==> config.mk <==
export PLATFORM = sky130hd
export DESIGN_NAME = i2c_status_master
export DESIGN_NICKNAME = d
export VERILOG_FILES = /design/src/rtl/i2cm_pkg.sv /design/src/rtl/i2cm_phase_timer.sv /design/src/rtl/i2cm_engine.sv /design/src/rtl/i2c_status_master.sv
export SDC_FILE = /design/constraint.sdc
export NUM_CORES = 1
export LEC_CHECK = 0
export ABC_AREA = 1
export BUFFER_PORTS_ARGS = -buffer_cell sky130_fd_sc_hd__buf_2
export CAP_MARGIN = 20
export CORE_AREA = 2 2 115 139
export CTS_BUF_LIST = sky130_fd_sc_hd__clkbuf_4
export DETAILED_ROUTE_END_ITERATION = 16
export DIE_AREA = 0 0 117 141
export HOLD_SLACK_MARGIN = 0.06
export PLACE_DENSITY = 0.45
export SLEW_MARGIN = 20
export SYNTH_ARGS = -nofsm -noshare
export SYNTH_HDL_FRONTEND = slang
export SYNTH_SLANG_ARGS = --single-unit
==> constraint.sdc <==
create_clock -name clk -period 5.4 [get_ports clk]
set_input_delay 0.81 -clock clk [delete_from_list [all_inputs] [get_ports clk]]
set_output_delay 0.81 -clock clk [all_outputs]
set_load 0.02 [all_outputs]
==> src/rtl/i2cm_pkg.sv <==
package i2cm_pkg;

    localparam int CB_AA  = 2;
    localparam int CB_SI  = 3;
    localparam int CB_STO = 4;
    localparam int CB_STA = 5;
    localparam int CB_EN  = 6;
    localparam logic [7:0] CTL_MASK = 8'h7C;

    localparam logic [7:0] SC_IDLE    = 8'hF8;
    localparam logic [7:0] SC_START   = 8'h08;
    localparam logic [7:0] SC_RSTART  = 8'h10;
    localparam logic [7:0] SC_AW_ACK  = 8'h18;
    localparam logic [7:0] SC_AW_NAK  = 8'h20;
    localparam logic [7:0] SC_DW_ACK  = 8'h28;
    localparam logic [7:0] SC_DW_NAK  = 8'h30;
    localparam logic [7:0] SC_ARB     = 8'h38;
    localparam logic [7:0] SC_AR_ACK  = 8'h40;
    localparam logic [7:0] SC_AR_NAK  = 8'h48;
    localparam logic [7:0] SC_DR_ACK  = 8'h50;
    localparam logic [7:0] SC_DR_NAK  = 8'h58;
    localparam logic [7:0] SC_BUSERR  = 8'h00;

    typedef enum logic [3:0] {
        E_IDLE, E_START, E_RS_LO, E_RS_HI, E_BIT_LO, E_BIT_HI,
        E_WAIT, E_STOP_LO, E_STOP_HI, E_STOP_REL, E_LOST
    } eng_state_e;

    typedef struct packed {
        logic       vld;
        logic       irq;
        logic [7:0] code;
    } post_t;

    function automatic logic [7:0] byte_code(input logic addr_ph, input logic rd,
                                             input logic tx, input logic ack);
        if (addr_ph)
            return rd ? (ack ? SC_AR_ACK : SC_AR_NAK) : (ack ? SC_AW_ACK : SC_AW_NAK);
        else if (tx)
            return ack ? SC_DW_ACK : SC_DW_NAK;
        else
            return ack ? SC_DR_ACK : SC_DR_NAK;
    endfunction

endpackage

==> src/rtl/i2cm_phase_timer.sv <==
module i2cm_phase_timer #(
    parameter int TW = 16
) (
    input  logic          clk,
    input  logic          rst,
    input  logic          clr,
    input  logic [TW-1:0] limit,
    output logic          done
);
    logic [TW-1:0] cnt;
    logic [TW:0]   cnt_p1;

    assign cnt_p1 = {1'b0, cnt} + {{TW{1'b0}}, 1'b1};
    assign done   = cnt_p1 >= {1'b0, limit};

    always_ff @(posedge clk) begin
        if (rst || clr) cnt <= '0;
        else            cnt <= cnt + 1'b1;
    end
endmodule

==> src/rtl/i2cm_engine.sv <==
module i2cm_engine
    import i2cm_pkg::*;
#(
    parameter int TW = 16
) (
    input  logic          clk,
    input  logic          rst,
    input  logic          en,
    input  logic          sta,
    input  logic          sto,
    input  logic          aa,
    input  logic          si,
    input  logic [7:0]    tx_byte,
    input  logic [TW-1:0] hi_cnt,
    input  logic [TW-1:0] lo_cnt,
    input  logic          sda_i,
    output logic          scl_low,
    output logic          sda_low,
    output post_t         post,
    output logic          sto_clr,
    output logic          rx_we,
    output logic [7:0]    rx_byte
);
    eng_state_e st, nst;
    logic [7:0] sh;
    logic [3:0] bitn;
    logic       tx_mode, addr_ph, rd_mode, ack_en, sda_hold, rs_flag;
    logic       ld_byte, low_phase, waiting, tmr_done, tmr_clr, drv_bit, last_bit, arb_lose;
    logic [TW-1:0] limit;

    assign low_phase = (st == E_RS_LO) || (st == E_BIT_LO) || (st == E_STOP_LO);
    assign waiting   = (st == E_IDLE) || (st == E_WAIT) || (st == E_LOST);
    assign limit     = low_phase ? lo_cnt : hi_cnt;
    assign tmr_clr   = waiting || tmr_done;
    assign last_bit  = (bitn == 4'd8);
    assign drv_bit   = last_bit ? (~tx_mode & ack_en) : (tx_mode & ~sh[7]);
    assign arb_lose  = tx_mode && !last_bit && sh[7] && !sda_i;
    assign rx_byte   = sh;

    i2cm_phase_timer #(.TW(TW)) u_tmr (
        .clk(clk), .rst(rst || !en), .clr(tmr_clr), .limit(limit), .done(tmr_done)
    );

    always_comb begin
        scl_low = (st == E_WAIT) || low_phase;
        unique case (st)
            E_START, E_STOP_LO, E_STOP_HI: sda_low = 1'b1;
            E_BIT_LO, E_BIT_HI:            sda_low = drv_bit;
            E_WAIT:                        sda_low = sda_hold;
            default:                       sda_low = 1'b0;
        endcase
    end

    always_comb begin
        nst = st;
        post = '{vld: 1'b0, irq: 1'b0, code: SC_IDLE};
        sto_clr = 1'b0;
        ld_byte = 1'b0;
        rx_we = 1'b0;
        unique case (st)
            E_IDLE: begin
                if (sto) sto_clr = 1'b1;
                else if (sta && !si) nst = E_START;
            end
            E_START: if (tmr_done) begin
                nst = E_WAIT;
                post = '{vld: 1'b1, irq: 1'b1, code: rs_flag ? SC_RSTART : SC_START};
            end
            E_WAIT: if (!si) begin
                if (sta) nst = E_RS_LO;
                else if (sto) nst = E_STOP_LO;
                else begin
                    nst = E_BIT_LO;
                    ld_byte = 1'b1;
                end
            end
            E_RS_LO:   if (tmr_done) nst = E_RS_HI;
            E_RS_HI:   if (tmr_done) nst = E_START;
            E_BIT_LO:  if (tmr_done) nst = E_BIT_HI;
            E_BIT_HI: if (tmr_done) begin
                if (arb_lose) begin
                    nst = E_LOST;
                    post = '{vld: 1'b1, irq: 1'b1, code: SC_ARB};
                end else if (last_bit) begin
                    nst = E_WAIT;
                    post = '{vld: 1'b1, irq: 1'b1,
                             code: byte_code(addr_ph, rd_mode, tx_mode, tx_mode ? !sda_i : ack_en)};
                    rx_we = !tx_mode;
                end else begin
                    nst = E_BIT_LO;
                end
            end
            E_STOP_LO: if (tmr_done) nst = E_STOP_HI;
            E_STOP_HI: if (tmr_done) nst = E_STOP_REL;
            E_STOP_REL: if (tmr_done) begin
                nst = E_IDLE;
                sto_clr = 1'b1;
                post = '{vld: 1'b1, irq: 1'b0, code: SC_IDLE};
            end
            E_LOST: if (!si) begin
                nst = E_IDLE;
                post = '{vld: 1'b1, irq: 1'b0, code: SC_IDLE};
            end
            default: nst = E_IDLE;
        endcase
    end

    always_ff @(posedge clk) begin
        if (rst || !en) begin
            st <= E_IDLE;
            sh <= '0;
            bitn <= '0;
            tx_mode <= 1'b0;
            addr_ph <= 1'b0;
            rd_mode <= 1'b0;
            ack_en <= 1'b0;
            sda_hold <= 1'b0;
            rs_flag <= 1'b0;
        end else begin
            st <= nst;
            if (nst == E_WAIT && st != E_WAIT) sda_hold <= sda_low;
            if (st == E_START && tmr_done) begin
                addr_ph <= 1'b1;
                rs_flag <= 1'b1;
            end
            if (nst == E_IDLE) rs_flag <= 1'b0;
            if (ld_byte) begin
                sh <= tx_byte;
                bitn <= '0;
                tx_mode <= addr_ph | ~rd_mode;
                ack_en <= aa;
                if (addr_ph) rd_mode <= tx_byte[0];
            end
            if (st == E_BIT_HI && tmr_done && !arb_lose) begin
                if (last_bit) addr_ph <= 1'b0;
                else begin
                    sh <= {sh[6:0], sda_i};
                    bitn <= bitn + 4'd1;
                end
            end
        end
    end
endmodule

==> src/rtl/i2c_status_master.sv <==
module i2c_status_master
    import i2cm_pkg::*;
#(
    parameter int TW = 16
) (
    input  logic          clk,
    input  logic          rst,
    input  logic          cset_we,
    input  logic          cclr_we,
    input  logic [7:0]    cwr,
    input  logic          dat_we,
    input  logic [7:0]    dat_wr,
    input  logic [TW-1:0] scl_hi_cnt,
    input  logic [TW-1:0] scl_lo_cnt,
    input  logic          sda_in,
    output logic [7:0]    ctl_rd,
    output logic [7:0]    dat_rd,
    output logic [7:0]    stat_rd,
    output logic          irq,
    output logic          scl_drive_low,
    output logic          sda_drive_low
);
    logic [7:0] ctl_q, ctl_n, dat_q, stat_q, rx_byte;
    logic       sto_clr, rx_we;
    post_t      post;

    i2cm_engine #(.TW(TW)) u_eng (
        .clk(clk), .rst(rst), .en(ctl_q[CB_EN]),
        .sta(ctl_q[CB_STA]), .sto(ctl_q[CB_STO]), .aa(ctl_q[CB_AA]), .si(ctl_q[CB_SI]),
        .tx_byte(dat_q), .hi_cnt(scl_hi_cnt), .lo_cnt(scl_lo_cnt), .sda_i(sda_in),
        .scl_low(scl_drive_low), .sda_low(sda_drive_low), .post(post),
        .sto_clr(sto_clr), .rx_we(rx_we), .rx_byte(rx_byte)
    );

    always_comb begin
        ctl_n = ctl_q;
        if (cset_we) ctl_n = ctl_n | (cwr & CTL_MASK);
        if (cclr_we) ctl_n = ctl_n & ~(cwr & CTL_MASK);
        if (ctl_q[CB_EN] && post.vld && post.irq) ctl_n[CB_SI] = 1'b1;
        if (ctl_q[CB_EN] && sto_clr) ctl_n[CB_STO] = 1'b0;
    end

    always_ff @(posedge clk) begin
        if (rst) begin
            ctl_q  <= '0;
            dat_q  <= '0;
            stat_q <= SC_IDLE;
        end else begin
            ctl_q <= ctl_n;
            if (ctl_q[CB_EN] && rx_we) dat_q <= rx_byte;
            else if (dat_we)           dat_q <= dat_wr;
            if (!ctl_q[CB_EN])         stat_q <= SC_IDLE;
            else if (post.vld)         stat_q <= post.code;
        end
    end

    assign ctl_rd  = ctl_q;
    assign dat_rd  = dat_q;
    assign stat_rd = stat_q;
    assign irq     = ctl_q[CB_SI];
endmodule

==> impl_metrics.json <==
{
  "rsz0062_at_grt": "no",
  "rows": 50,
  "fin_cells": 798,
  "min-delay-path-class": "register to register",
  "grt_max_degree": 19,
  "ys_warn_count": 0,
  "fin_nets": 664,
  "numCtsBuffers": 5,
  "drive_above_1_share_pct": 19.3,
  "synth_top_area_share_pct": 30.1,
  "vias": 3486,
  "cp_data_required_time_ns": 5.69,
  "die_x_um": 117,
  "wl_um": 9410,
  "dpl.hpwl_um": 7540,
  "initial_core_util_pct": 24.3,
  "avgSynthCellArea_um2": 7.09,
  "grt_pass1_vias": 3364,
  "yosysTopAreaCell": "dfxtp_1",
  "clock-sinks": 56,
  "clkSlewWorstSetupHoldPaths_ns": 0.17,
  "syn_inst": 525,
  "synth_top_flop_cell": "dfxtp_1",
  "critPathMaxFanout": 8,
  "ctsHtreeMaxLevel": 2,
  "grt_usage_pct": 11.8,
  "first_pass_iters": 4,
  "path_delay_family": "simple AND/OR/NAND/NOR gates",
  "clockBufferDepth": 2,
  "dr.first_iter.drc_count": 126,
  "crit_chain": "nand3_1, nor2_1, nand2_1, nor2_1, inv_1, nor4_1, xor2_1, ha_1, nand2_1, inv_1, nand3_1, nor2_1, nor2_1, nand3_4, nand2_1, o21ai_2, nor2_4, inv_2, nand3_1, a21oi_1",
  "drc": 0,
  "dp_cells": 790,
  "place.gp.congestion": 0.849,
  "crit_top_cell": "nor2_1",
  "grt_overflow_total": 0,
  "grt_antenna_before_repair": 0,
  "maxCapViolCount": 0,
  "post_dp_cell_area_um2": 4220,
  "cts_root_buf": "clkbuf_4",
  "tns_ns": 0,
  "power_density_nw_per_um2": 162,
  "async_flop_share_pct": 0,
  "cts_resized": 0,
  "hold_slack_ns": 0.461,
  "synth_edf_count": 0,
  "synth.distinct_cells": 52,
  "cp-end-kind": "register",
  "n_antenna_cell": 0,
  "irDropWorstVdd_mv": 0.0894,
  "worstSetupPathType": "register to register",
  "grt_pass1_wl_um": 15600,
  "cp-start-kind": "register",
  "antenna_left": 0,
  "n_fill_cell": 1729,
  "max_slew_margin_pct": 52.2,
  "ys_seq_area_share_pct": 30.1,
  "drv_slew": 0,
  "cts_setup_buffers": 0,
  "fmax_mhz": 276,
  "area_growth_pct": 15.3,
  "synthTopCellsByArea": "dfxtp_1 (30%), nand2_1 (12%), nor2_1 (8.2%)",
  "cts_tree": "built",
  "fin_crit_sh_pct": 67.2,
  "final_area_um2": 4290,
  "synthTopCellsByCount": "nand2_1 (114), nor2_1 (81), inv_1 (70)",
  "syn_area_um2": 3720,
  "worst_pin_slew_ns": 0.716,
  "num_io_pins": 81,
  "die_h_um": 141,
  "min_period_ns": 3.63,
  "setup_viol": 0,
  "dieArea_um2": 16500,
  "place.port_buffers": 71,
  "hold_viol_final": 0,
  "synth_most_common_cell": "nand2_1",
  "cp_slowest_cell": "dfxtp_1",
  "arrival_ns": 3.92,
  "wl_per_cell_um": 11.8,
  "clock_latency_ns": 0.41,
  "skew_ns": 0.0196,
  "crit_buf_inv": 3,
  "fp.coreArea_um2": 15300,
  "status": "finished, final reports clean",
  "hold_buffers": 0,
  "critPathMaxStageDelay_ns": 0.43,
  "viasPerCell": 4.37,
  "p_leak_uw": 0.00219,
  "ys_ff_latch": 56
}
==> sequential cells by signal (all words and copies together) (netlist names) <==
register and flops:
dat_rd 8, u_eng.u_tmr.cnt 16, u_eng.addr_ph 1, stat_rd 5, u_eng.bitn 4, u_eng.rs_flag 1, ctl_rd 5, u_eng.sda_hold 1
u_eng.rd_mode 1, u_eng.tx_mode 1, u_eng.ack_en 1, u_eng.rx_byte 8, u_eng.st 4
==> cell usage in the layout (no fill, tap or decap), drive strengths merged, types with 2 or more instances in the layout <==
| master | synthesis | layout |
|---|---|---|
| a21o | 3 | 3 |
| nand4 | 3 | 3 |
| mux2i | 15 | 15 |
| a21oi | 23 | 23 |
| nor3b | 2 | 2 |
| nor3 | 7 | 7 |
| inv | 74 | 75 |
| a31oi | 2 | 2 |
| a31o | 2 | 2 |
| conb | 1 | 6 |
| clkinv | 1 | 3 |
| xor2 | 10 | 10 |
| a311oi | 15 | 15 |
| o21ai | 19 | 19 |
| nor4 | 2 | 2 |
| nor2 | 89 | 89 |
| nand3 | 25 | 25 |
| nand2 | 120 | 120 |
| clkbuf | 4 | 5 |
| dfxtp | 56 | 56 |
| buf | 16 | 72 |
| a211oi | 4 | 4 |
| ha | 21 | 21 |
==> worst paths after layout <==
check | cells past startpoint | slack [ns] | startpoint | endpoint
worst min-delay path | 2 | 0.46 | stat_rd[7] | stat_rd[7]
worst max-delay path | 20 | 1.77 | u_eng.u_tmr.cnt[0] | ctl_rd[3]
worst max register to register | 20 | 1.77 | u_eng.u_tmr.cnt[0] | ctl_rd[3]
worst min register to register | 2 | 0.46 | stat_rd[7] | stat_rd[7]
==> kinds of logic (layout without fill, tap and decap cells) <==
| logic type | count (synthesis) | in the layout | share of synthesized area (%) |
|---|---|---|---|
| muxes | 16 | 16 | 4.34 |
| other | 1 | 6 | 0.101 |
| xor gates and xnor gates | 11 | 11 | 2.59 |
| AOI/OAI and AO/OA | 76 | 76 | 14.7 |
| DFF | 56 | 56 | 30.1 |
| buffers and inverters | 95 | 155 | 11.3 |
| and+or+nand+nor | 249 | 249 | 29.7 |
| adders and majority gates | 21 | 21 | 7.06 |
==> per-layer routing <==
| metal | wire (µm) | GRT usage [%] |
|---|---|---|
| met1 | 4180 | 13.7 |
| met4 | 93 | 2.72 |
| met2 | 4740 | 22.3 |
| met5 | 0 | 0 |
| met3 | 393 | 1.76 |
==> stage by stage <==
| stage | setup WS (ns) | power, µW | util, % |
|---|---|---|---|
| 2_1_floorplan | 2.35 | 477 | - |
| 3_3_place_gp | 1.50 | 504 | 27.6 |
| 3_5_place_dp | 1.45 | 505 | 27.6 |
| 4_1_cts | 1.43 | 707 | 28.0 |
| 5_1_grt | 1.43 | 728 | 28.0 |
| 6_report | 1.77 | 694 | 28.0 |
==> power by group <==
part           internal (µW)  switching, µW
combinational           29.6           40.4
clock                   53.0            146
sequential               419           6.20
total                    502            192
==> layout make-up <==
class                           count  area, µm²  area share (%)
Clock buffer                        5       37.5           0.875
Clock inverter                      3       22.5           0.525
Timing Repair Buffer               72        363            8.46
Tap cell                          208        260            6.07
Sequential cell                    56       1120            26.1
Inverter                           75        284            6.62
Multi-Input combinational cell    379       2200            51.3
==> worst register-to-register path, stage by stage (launching register included) <==
cell and delay [ns]:
dfxtp_1 0.43, nand3_1 0.12, nor2_1 0.21, nand2_1 0.11, nor2_1 0.24, inv_1 0.14
nor4_1 0.32, xor2_1 0.27, ha_1 0.30, nand2_1 0.07, inv_1 0.05, nand3_1 0.09
nor2_1 0.05, nor2_1 0.19, nand3_4 0.21, nand2_1 0.16, o21ai_2 0.10, nor2_4 0.20
inv_2 0.08, nand3_1 0.11, a21oi_1 0.07
Note: power is estimated with default switching activity, not from simulation.
